===== src/rtl/dma_irq_agg.sv =====
module dma_irq_agg #(
  parameter int NCH = 16,
  parameter int AW  = 4
) (
  input  logic           clk,
  input  logic           rst_n,
  input  logic [AW-1:0]  addr,
  input  logic           wr_en,
  input  logic [NCH-1:0] wdata,
  output logic [NCH-1:0] rdata,
  input  logic [NCH-1:0] ev_done,
  input  logic [NCH-1:0] ev_erra,
  input  logic [NCH-1:0] ev_errb,
  input  logic [NCH-1:0] busy,
  output logic           irq
);
  localparam int NCLS   = 3;
  localparam int A_SUM  = 0;
  localparam int A_MSK0 = 1;
  localparam int A_EN0  = 4;
  localparam int A_RAW0 = 7;
  localparam int A_PRIO = 10;
  localparam int A_BUSY = 11;

  logic [NCLS-1:0][NCH-1:0] ev, raw_q, en_q, masked;
  logic [NCH-1:0] prio_q, summary;

  assign ev = {ev_errb, ev_erra, ev_done};

  for (genvar c = 0; c < NCLS; c++) begin : g_cls
    logic [NCH-1:0] r, e;
    logic raw_hit, en_hit;
    assign raw_hit = wr_en && (addr == AW'(A_RAW0 + c));
    assign en_hit  = wr_en && (addr == AW'(A_EN0 + c));

    always_ff @(posedge clk or negedge rst_n)
      if (!rst_n) r <= '0;
      else        r <= (r & ~(raw_hit ? wdata : '0)) | ev[c];

    always_ff @(posedge clk or negedge rst_n)
      if (!rst_n)      e <= '0;
      else if (en_hit) e <= wdata;

    assign raw_q[c]  = r;
    assign en_q[c]   = e;
    assign masked[c] = r & e;
  end

  always_ff @(posedge clk or negedge rst_n)
    if (!rst_n) prio_q <= '0;
    else if (wr_en && addr == AW'(A_PRIO)) prio_q <= wdata;

  assign summary = masked[0] | masked[1] | masked[2];
  assign irq     = |summary;

  always_comb begin
    rdata = '0;
    case (int'(addr))
      A_SUM:      rdata = summary;
      A_MSK0:     rdata = masked[0];
      A_MSK0 + 1: rdata = masked[1];
      A_MSK0 + 2: rdata = masked[2];
      A_EN0:      rdata = en_q[0];
      A_EN0 + 1:  rdata = en_q[1];
      A_EN0 + 2:  rdata = en_q[2];
      A_RAW0:     rdata = raw_q[0];
      A_RAW0 + 1: rdata = raw_q[1];
      A_RAW0 + 2: rdata = raw_q[2];
      A_PRIO:     rdata = prio_q;
      A_BUSY:     rdata = busy;
      default:    rdata = '0;
    endcase
  end
endmodule



===== config.mk =====
export PLATFORM = sky130hd
export DESIGN_NAME = dma_irq_agg
export DESIGN_NICKNAME = d
export VERILOG_FILES = /design/src/rtl/dma_irq_agg.sv
export SDC_FILE = /design/constraint.sdc
export NUM_CORES = 1
export LEC_CHECK = 0
export ABC_AREA = 1
export BUFFER_PORTS_ARGS = -buffer_cell sky130_fd_sc_hd__buf_2
export CAP_MARGIN = 10
export CORE_ASPECT_RATIO = 1.25
export CORE_MARGIN = 8
export CORE_UTILIZATION = 51
export CTS_BUF_LIST = sky130_fd_sc_hd__clkbuf_4 sky130_fd_sc_hd__clkbuf_8 sky130_fd_sc_hd__clkbuf_16
export DETAILED_ROUTE_END_ITERATION = 10
export PLACE_DENSITY = 0.7
export SETUP_SLACK_MARGIN = 0.02
export SLEW_MARGIN = 20
export SYNTH_ARGS = -nofsm -noshare
export SYNTH_HDL_FRONTEND = slang
export SYNTH_SLANG_ARGS = --single-unit

===== constraint.sdc =====
create_clock -name clk -period 2.15 [get_ports clk]
set_input_delay 0.1075 -clock clk [delete_from_list [all_inputs] [get_ports clk]]
set_output_delay 0.1075 -clock clk [all_outputs]
set_load 0.1 [all_outputs]

==> flow_metrics.env, run 1 <==
export IMPL_grt_max_degree=50
export IMPL_fp_dieArea_sq_um=16400
export IMPL_core_sq_um=12200
export IMPL_route_top_layer_used="met4"
export IMPL_slew_violations=0
export IMPL_arrival_ns=1.82
export IMPL_numPortBuffers=103
export IMPL_reg2reg_to="g_cls[0].r[9]"
export IMPL_yosys_area_share_simple_pct=37.2
export IMPL_syn_cell_area_sq_um=6400
export IMPL_synth_top_area_cell="dfrtp_1"
export IMPL_p_comb_share_pct=27.6
export IMPL_crit_required_ns=2.04
export IMPL_cts_buffers=9
export IMPL_rsz0062_at_grt="no"
export IMPL_routabilityCongestion=0.862
export IMPL_overflow=0
export IMPL_syn_inst=950
export IMPL_dieHeight_um=141
export IMPL_layout_commonest_cell="nand2_1"
export IMPL_rows=45
export IMPL_cp_start_kind="flop"
export IMPL_whs_endpoint="prio_q[6]"
export IMPL_drt_wl_total_um=19400
export IMPL_finalHoldViolCount=0
export IMPL_synth_cell_types=14
export IMPL_diodes=0
export IMPL_r2r_start="g_cls[0].r[9]"
export IMPL_slew_headroom_pct=54.6
export IMPL_worst_setup_path_end_kind="output port"
export IMPL_period_minus_slack_ns=1.93
export IMPL_die_x_um=116
export IMPL_drv_cap=0
export IMPL_cts_sinks=112
export IMPL_yosysSeqAreaShare_pct=43.8
export IMPL_syn_num_nets=1037
export IMPL_htreeDepth=3
export IMPL_outcome="complete, no violations"
export IMPL_synth_xor_area_share_pct=0
export IMPL_p_leak_nw=4.46
export IMPL_postCtsSetupBuffers=0
export IMPL_fin_skew_ns=0
export IMPL_fmax_mhz=519
export IMPL_reg2reg_setup_slack_ns=1.46
export IMPL_synth_top_family_by_area="simple AND/OR/NAND/NOR gates"
export IMPL_crit_top_cell="nand2_1"
export IMPL_nets=1189
export IMPL_grt_pass1_wl_um=31800
export IMPL_grt_pass1_vias=6444
export IMPL_p_sw_mw=2.05
export IMPL_fin_crit_sh_pct=89.7
export IMPL_final_cell_mix="nand2_1, nand3_1, inv_1"
export IMPL_yosysWarnings=0
export IMPL_path_cells="nand2_1 -> nand3_1 -> nor2_1 -> nand2_1 -> nor2_1 -> nand2_1 -> buf_2"
export IMPL_internal_power_mw=4.12
export IMPL_min_path_cells=3
export IMPL_syn_to_final_growth_pct=29.0
export IMPL_total_power_mw=6.17
export IMPL_drt_pass1_iter_count=5
export IMPL_place_hpwl_um=13100
export IMPL_p_seq_share_pct=41.5
export IMPL_fill_cells=1106
export IMPL_path_clk_slew_ns=0.07
export IMPL_hold_class="in2reg"
export IMPL_avgSynthCellArea_sq_um=6.74
export IMPL_crit_slowest_cell="dfrtp_1"
export IMPL_antenna_found_initial=0
export IMPL_insertion_delay_ns=0.36
export IMPL_powerDensity_nw_per_um2=747
export IMPL_ys_top_cells_by_area="dfrtp_1, nand2_1, nand3_1"
export IMPL_cts_tree="built"
export IMPL_cts_hold_buf=49
export IMPL_pin_count=104
export IMPL_synth_top_area_share_pct=43.8
export IMPL_drc=0
export IMPL_synth_adder_area_share_pct=0
export IMPL_setup_viol=0
export IMPL_cp_max_fo=3
export IMPL_cts_buffer_depth=2
export IMPL_detail_route_antenna_nets=0
export IMPL_post_drt_wl_per_cell_um=15.3
export IMPL_initial_core_util_pct=52.4
export IMPL_vdd_drop_max_uv=458
export IMPL_power_frac_clock_pct=30.9
export IMPL_drt_met1_wl_um=7950
export IMPL_viasPerCell=5.14
export IMPL_dr_wl_met3_um=1120
export IMPL_setup_tns_ns=0
export IMPL_synth_compound_area_share_pct=8.76
export IMPL_worst_setup_path_type="reg2out"
export IMPL_crit_path_max_incr_delay_ns=0.41
export IMPL_vias=6539
export IMPL_synth_seq_cells=112
export IMPL_hp_start="wdata[6]"
export IMPL_first_iter_violations=506
export IMPL_tightest_slew_ns=0.681
export IMPL_final_util_pct=67.6
export IMPL_grt_total_usage_pct=24.9
export IMPL_synthMuxAreaShare_pct=0
export IMPL_swShare_pct=33.3
export IMPL_root_buffer="clkbuf_16"
export IMPL_cts_resized=0
export IMPL_routed_wl_met2_um=9770
export IMPL_drive_above_1_share_pct=15.2
export IMPL_reg2reg_depth=2
[layout make-up]
type	instances	area [sq um]	share of cell area, %
Clock buffer	12	267	3.23
Clock inverter	4	73.8	0.894
Inverter	117	439	5.32
Multi-Input combinational cell	676	2940	35.6
Sequential cell	112	2800	33.9
Tap cell	164	205	2.49
Timing Repair Buffer	186	1530	18.5
[registers in the layout, summed over array words and instances (netlist names)]
name	cells
g_cls.r	48
prio_q	16
g_cls.e	48
[per-layer routing]
layer / GRT usage [%] / vias to the layer above
li1: - / 3305
met1: 29.7 / 2981
met2: 42.7 / 210
met3: 3.80 / 43
met4: 11.2 / 0
met5: 0 / -
[per-stage QoR]
| stage | instance area (sq um) | setup WS, ns | instances | hold slack (ns) |
|---|---|---|---|---|
| after floorplan | 6400 | 0.484 | 950 | -0.188 |
| after global placement | 7420 | 0.610 | 1206 | 0.194 |
| after detailed placement | 7420 | 0.570 | 1206 | 0.190 |
| after CTS | 8260 | 0.244 | 1271 | 0.0819 |
| after global routing | 8260 | 0.151 | 1271 | 0.107 |
| final | 8260 | 0.221 | 1271 | 0.0797 |
[cell families after synthesis]
kind of cell / Yosys count
DFF: 112
buffers and inverters: 162
and+or+nand+nor: 564
AOI/OAI and AO/OA: 112
[critical path: cells and delay by family (launching register included)]
| kind | cells | cell delay, ns |
|---|---|---|
| buf+inv | 1 | 0.30 |
| flops | 1 | 0.41 |
| simple gates | 6 | 0.74 |
[synthesized netlist by cell type]
master / n
buf_2: 33
buf_4: 2
clkbuf_1: 10
dfrtp_1: 112
inv_1: 113
inv_2: 4
nand2_1: 330
nand3_1: 165
nand3_2: 2
nor2_1: 58
nor2_2: 5
nor2_4: 4
o21ai_0: 18
o21ai_1: 94
[worst max-delay path by stage]
stage	from	to	cells after the start
finish	g_cls[1].e[7]	irq	7
floorplan	addr[2]	rdata[0]	8
global placement	addr[0]	rdata[2]	9
detailed placement	addr[2]	g_cls[0].r[2]	7
CTS	g_cls[1].e[7]	irq	7
global route	g_cls[0].r[13]	irq	7
[power by group through the flow]
stage,logic [mW],clock network (mW),registers [mW]
floorplan,1.10,0,2.54
global placement,1.61,0,2.59
detailed placement,1.63,0,2.59
CTS,1.71,1.92,2.56
global route,1.88,2.00,2.59
finish,1.70,1.91,2.56
No activity file was read; power rests on OpenSTA's default activity.
==> run 2: changes to the inputs <==
--- a/config.mk
+++ b/config.mk
@@ -13,7 +13,9 @@
 export CORE_UTILIZATION = 51
 export CTS_BUF_LIST = sky130_fd_sc_hd__clkbuf_4 sky130_fd_sc_hd__clkbuf_8 sky130_fd_sc_hd__clkbuf_16
 export DETAILED_ROUTE_END_ITERATION = 10
+export MAX_ROUTING_LAYER = met4
 export PLACE_DENSITY = 0.7
+export RECOVER_POWER = 50
 export SETUP_SLACK_MARGIN = 0.02
 export SLEW_MARGIN = 20
 export SYNTH_ARGS = -nofsm -noshare
==> run 2 against run 1 <==
Effect of this change:
- maximum frequency barely moved
- flip-flop and latch count did not move
- clock-buffer cell count did not move
- setup slack got worse by 0.00059 ns
- clock skew did not move
- sequential share of layout area rose by 0.29 points
- non-clock buffer count did not move
- total power fell by 0.33%
- critical path type unchanged
==> flow_metrics.env, run 2 (synthesis results as in run 1) <==
export IMPL_drive_above_1_share_pct=14.4
export IMPL_final_cell_mix="nand2_1, nand3_1, inv_1"
export IMPL_drt_wl_total_um=19500
export IMPL_slew_violations=0
export IMPL_cts_hold_buf=49
export IMPL_core_sq_um=12200
export IMPL_place_hpwl_um=13100
export IMPL_drv_cap=0
export IMPL_min_path_cells=3
export IMPL_vias=6566
export IMPL_root_buffer="clkbuf_16"
export IMPL_reg2reg_setup_slack_ns=1.45
export IMPL_hp_start="wdata[6]"
export IMPL_reg2reg_depth=2
export IMPL_post_drt_wl_per_cell_um=15.3
export IMPL_whs_endpoint="prio_q[6]"
export IMPL_r2r_start="g_cls[1].e[7]"
export IMPL_layout_commonest_cell="nand2_1"
export IMPL_arrival_ns=1.82
export IMPL_pin_count=104
export IMPL_fin_skew_ns=0
export IMPL_insertion_delay_ns=0.35
export IMPL_routabilityCongestion=0.875
export IMPL_drc=0
export IMPL_htreeDepth=3
export IMPL_vdd_drop_max_uv=455
export IMPL_detail_route_antenna_nets=0
export IMPL_overflow=0
export IMPL_fp_dieArea_sq_um=16400
export IMPL_path_clk_slew_ns=0.07
export IMPL_crit_required_ns=2.04
export IMPL_grt_pass1_wl_um=31700
export IMPL_antenna_found_initial=0
export IMPL_reg2reg_to="g_cls[1].e[7]"
export IMPL_preCtsSetupSlack_ns=0.570
export IMPL_diodes=0
export IMPL_postCtsSetupBuffers=0
export IMPL_cts_resized=0
export IMPL_period_minus_slack_ns=1.93
export IMPL_worst_setup_path_type="reg2out"
export IMPL_reg_top3="g_cls.e: 48 flops, g_cls.r: 48 flops, prio_q: 16 flops"
export IMPL_powerDensity_nw_per_um2=751
export IMPL_cp_max_fo=3
export IMPL_cts_buffers=9
export IMPL_worst_setup_path_end_kind="output port"
export IMPL_outcome="complete, no violations"
export IMPL_slew_headroom_pct=15.1
export IMPL_syn_to_final_growth_pct=27.9
export IMPL_fin_crit_sh_pct=89.7
export IMPL_drt_pass1_iter_count=6
export IMPL_p_leak_nw=4.43
export IMPL_first_iter_violations=451
export IMPL_setup_tns_ns=0
export IMPL_die_x_um=116
export IMPL_total_power_mw=6.15
export IMPL_numPortBuffers=103
export IMPL_finalHoldViolCount=0
export IMPL_nets=1189
export IMPL_hold_class="in2reg"
export IMPL_rows=45
export IMPL_grt_max_degree=50
export IMPL_grt_pass1_vias=6435
export IMPL_grt_total_usage_pct=25.6
export IMPL_cts_buffer_depth=2
export IMPL_cts_tree="built"
export IMPL_rsz0062_at_grt="no"
export IMPL_cp_start_kind="flop"
export IMPL_cts_sinks=112
export IMPL_initial_core_util_pct=52.4
export IMPL_fmax_mhz=518
export IMPL_viasPerCell=5.17
export IMPL_setup_viol=0
export IMPL_dieHeight_um=141
export IMPL_setup_ws_ns=0.221
export IMPL_tightest_slew_ns=1.27
run 2: changes by cell type in the layout (fill, tap and decap cells not counted):
| cell | change |
|---|---|
| buf_12 | -2 |
| buf_4 | -7 |
| clkbuf_1 | +6 |
| clkbuf_2 | +2 |
| clkbuf_4 | +1 |
| nand3_1 | +2 |
| nand3_2 | -2 |
| nor2_1 | +1 |
| nor2_4 | -1 |
| o21ai_0 | +13 |
| o21ai_1 | -13 |
run 2: cell type report:
class,instances,area [sq um]
clock buffers,12,267
clock inverters,4,73.8
fillers,1120,4030
inverters,117,439
multi-input cells,676,2920
flip-flops and latches,112,2800
well taps,164,205
repair buffers,186,1480
run 2: how the worst max path moves through the flow:
stage                  start        endpoint  slack, ns  depth (start not counted)
4_1_cts        g_cls[1].e[7]             irq       0.24                          7
2_1_floorplan        addr[2]        rdata[0]       0.48                          8
3_5_place_dp         addr[2]   g_cls[0].r[2]       0.57                          7
6_report       g_cls[1].e[7]             irq       0.22                          7
5_1_grt                rst_n  g_cls[1].e[11]       0.08                          3
3_3_place_gp         addr[0]        rdata[2]       0.61                          9
run 2: critical path, stage by stage, from the launching register on:
cell	delay (ns)
dfrtp_1	0.42
nand2_1	0.11
nand3_1	0.11
nor2_1	0.16
nand2_1	0.08
nor2_1	0.19
nand2_1	0.10
buf_2	0.30
run 2: metal layers:
| layer | GRT usage (%) | share of wire [%] | up-vias |
|---|---|---|---|
| li1 | - | - | 3302 |
| met1 | 29.9 | 41 | 3014 |
| met2 | 42.6 | 50 | 208 |
| met3 | 3.68 | 5.4 | 42 |
| met4 | 11.2 | 2.9 | 0 |
| met5 | - | 0 | - |
run 2: power by group:
| group | internal (mW) | leakage (nW) | switching (mW) | total (mW) |
|---|---|---|---|---|
| Sequential | 2.36 | 1.24 | 0.199 | 2.56 |
| Combinational | 0.620 | 3.02 | 1.06 | 1.68 |
| Clock | 1.12 | 0.169 | 0.783 | 1.90 |
run 2: metrics by stage:
step           area (sq um)  instances  hold slack (ns)  util [%]
2_1_floorplan          6400        950           -0.188         -
3_3_place_gp           7420       1206            0.194      60.8
3_5_place_dp           7420       1206            0.190      60.8
4_1_cts                8260       1271           0.0819      67.6
5_1_grt                8190       1271            0.104      67.0
6_report               8190       1271           0.0815      67.0
==> run 3: changes to the inputs <==
--- a/config.mk
+++ b/config.mk
@@ -12,11 +12,12 @@
 export CORE_MARGIN = 8
 export CORE_UTILIZATION = 51
 export CTS_BUF_LIST = sky130_fd_sc_hd__clkbuf_4 sky130_fd_sc_hd__clkbuf_8 sky130_fd_sc_hd__clkbuf_16
+export CTS_CLUSTER_SIZE = 30
 export DETAILED_ROUTE_END_ITERATION = 10
 export MAX_ROUTING_LAYER = met4
 export PLACE_DENSITY = 0.7
 export RECOVER_POWER = 50
-export SETUP_SLACK_MARGIN = 0.02
+export SETUP_SLACK_MARGIN = 0.3
 export SLEW_MARGIN = 20
 export SYNTH_ARGS = -nofsm -noshare
 export SYNTH_HDL_FRONTEND = slang
==> run 3 against run 2 <==
Effect of this change:
- largest cell class unchanged
- first-iteration DRC count increased by 6.9%
- maximum frequency increased by 1.5%
- die area unchanged
- sequential power about the same
- critical path depth unchanged
- clock skew unchanged
- flip-flop and latch count unchanged
- via count increased by 0.27%
- combinational power about the same
- clock power about the same
- total power increased by 0.27%
==> flow_metrics.env, run 3 (synthesis results as in run 1) <==
export IMPL_slew_violations=0
export IMPL_setup_viol=0
export IMPL_final_util_pct=67.4
export IMPL_fp_dieArea_sq_um=16400
export IMPL_first_iter_violations=482
export IMPL_slew_headroom_pct=13.1
export IMPL_crit_required_ns=2.40
export IMPL_drt_wl_total_um=19500
export IMPL_arrival_ns=2.15
export IMPL_overflow=0
export IMPL_period_minus_slack_ns=1.90
export IMPL_drc=0
export IMPL_vdd_drop_max_uv=459
export IMPL_stdcell_area_sq_um=8230
export IMPL_final_cell_mix="nand2_1, nand3_1, inv_1"
export IMPL_fin_crit_sh_pct=88.4
export IMPL_place_hpwl_um=13100
export IMPL_cts_buffers=9
export IMPL_powerDensity_nw_per_um2=749
export IMPL_path_depth=7
export IMPL_fmax_mhz=526
export IMPL_layout_commonest_cell="nand2_1"
export IMPL_path_clk_slew_ns=0.08
export IMPL_initial_core_util_pct=52.4
export IMPL_crit_family="buffers and inverters"
export IMPL_worst_setup_path_end_kind="flop"
export IMPL_cp_start_kind="primary input"
export IMPL_drv_cap=0
export IMPL_crit_path_max_incr_delay_ns=0.69
export IMPL_path_buf_inv=3
export IMPL_antenna_found_initial=0
export IMPL_grt_total_usage_pct=25.6
export IMPL_drt_pass1_iter_count=5
export IMPL_cts_sinks=112
export IMPL_drive_above_1_share_pct=14.8
export IMPL_reg2reg_depth=2
export IMPL_p_leak_nw=4.45
export IMPL_core_sq_um=12200
export IMPL_diodes=0
export IMPL_numPortBuffers=103
export IMPL_routabilityCongestion=0.875
export IMPL_outcome="complete, no violations"
export IMPL_placed_area_sq_um=7420
export IMPL_path_cells="buf_2 -> nor2_2 -> clkbuf_2 -> nand3_1 -> buf_4 -> o21ai_0 -> nand2_1"
export IMPL_post_drt_wl_per_cell_um=15.3
export IMPL_rows=45
export IMPL_fin_skew_ns=0
export IMPL_nets=1190
export IMPL_worst_setup_path_type="in2reg"
export IMPL_die_x_um=116
export IMPL_grt_pass1_vias=6435
export IMPL_grt_pass1_wl_um=31700
export IMPL_detail_route_antenna_nets=0
export IMPL_viasPerCell=5.18
export IMPL_tightest_slew_ns=1.30
export IMPL_rsz0062_at_grt="no"
export IMPL_setup_tns_ns=0
export IMPL_crit_slowest_cell="clkbuf_2"
export IMPL_cp_max_fo=34
export IMPL_reg_top3="g_cls.e: 48 flops, g_cls.r: 48 flops, prio_q: 16 flops"
export IMPL_htreeDepth=3
export IMPL_pin_count=104
export IMPL_holdWs_ns=0.0818
export IMPL_min_path_cells=3
export IMPL_insertion_delay_ns=0.35
export IMPL_syn_to_final_growth_pct=28.7
export IMPL_finalHoldViolCount=0
export IMPL_hold_class="in2reg"
export IMPL_dieHeight_um=141
export IMPL_grt_max_degree=50
export IMPL_root_buffer="clkbuf_16"
export IMPL_cts_tree="built"
export IMPL_vias=6584
export IMPL_cts_buffer_depth=2
==> run 3: final cells by class <==
class | instances | area, sq um
fillers | 1111 | 3990
multi-input cells | 676 | 2930
flip-flops and latches | 112 | 2800
repair buffers | 187 | 1510
inverters | 117 | 439
clock buffers | 12 | 267
well taps | 164 | 205
clock inverters | 4 | 73.8
==> run 3: where the power goes <==
part           switching [mW]  internal (mW)
Sequential              0.198           2.36
Combinational            1.07          0.629
Clock                   0.783           1.12
Total                    2.05           4.11
==> run 3: path summary, 6_finish.rpt <==
check	startpoint	to	slack (ns)
min in group asynchronous	rst_n	prio_q[0]	0.58
max reg2reg	g_cls[1].e[7]	g_cls[1].e[7]	1.45
max in group asynchronous	rst_n	g_cls[1].r[14]	0.49
min reg2reg	prio_q[9]	prio_q[9]	0.49
max	addr[0]	g_cls[1].r[1]	0.25
min	wdata[6]	prio_q[6]	0.08
==> run 3: per-stage QoR <==
stage / setup WS [ns] / total power, mW / cells
floorplan: 0.484 / 3.64 / 950
global placement: 0.610 / 4.20 / 1206
detailed placement: 0.570 / 4.23 / 1206
CTS: 0.326 / 6.18 / 1271
global route: 0.164 / 6.47 / 1272
finish: 0.249 / 6.17 / 1272
==> run 3: worst min-delay path, delay by kind of cell <==
kind	cells	cell delay [ns]
buffers and inverters	2	0.17
AO/OA/AOI/OAI	1	0.14
==> run 3: timing repair <==
| item | in CTS | in global routing |
|---|---|---|
| gates cloned | 0 | 0 |
| hold buffers | 49 | 0 |
| endpoints found under the setup margin | 1 | 1 |
| gates resized for setup | 2 | 6 |
| setup buffers | 0 | 1 |
| endpoints found under the hold margin | 92 | 0 |
| pin swaps | 0 | 3 |
==> run 3: metal layers <==
layer / GRT usage (%) / up-vias / share of wire, %
li1: - / 3306 / -
met1: 29.9 / 3016 / 41
met2: 42.6 / 215 / 50
met3: 3.68 / 47 / 5.5
met4: 11.2 / 0 / 3.0
met5: - / - / 0
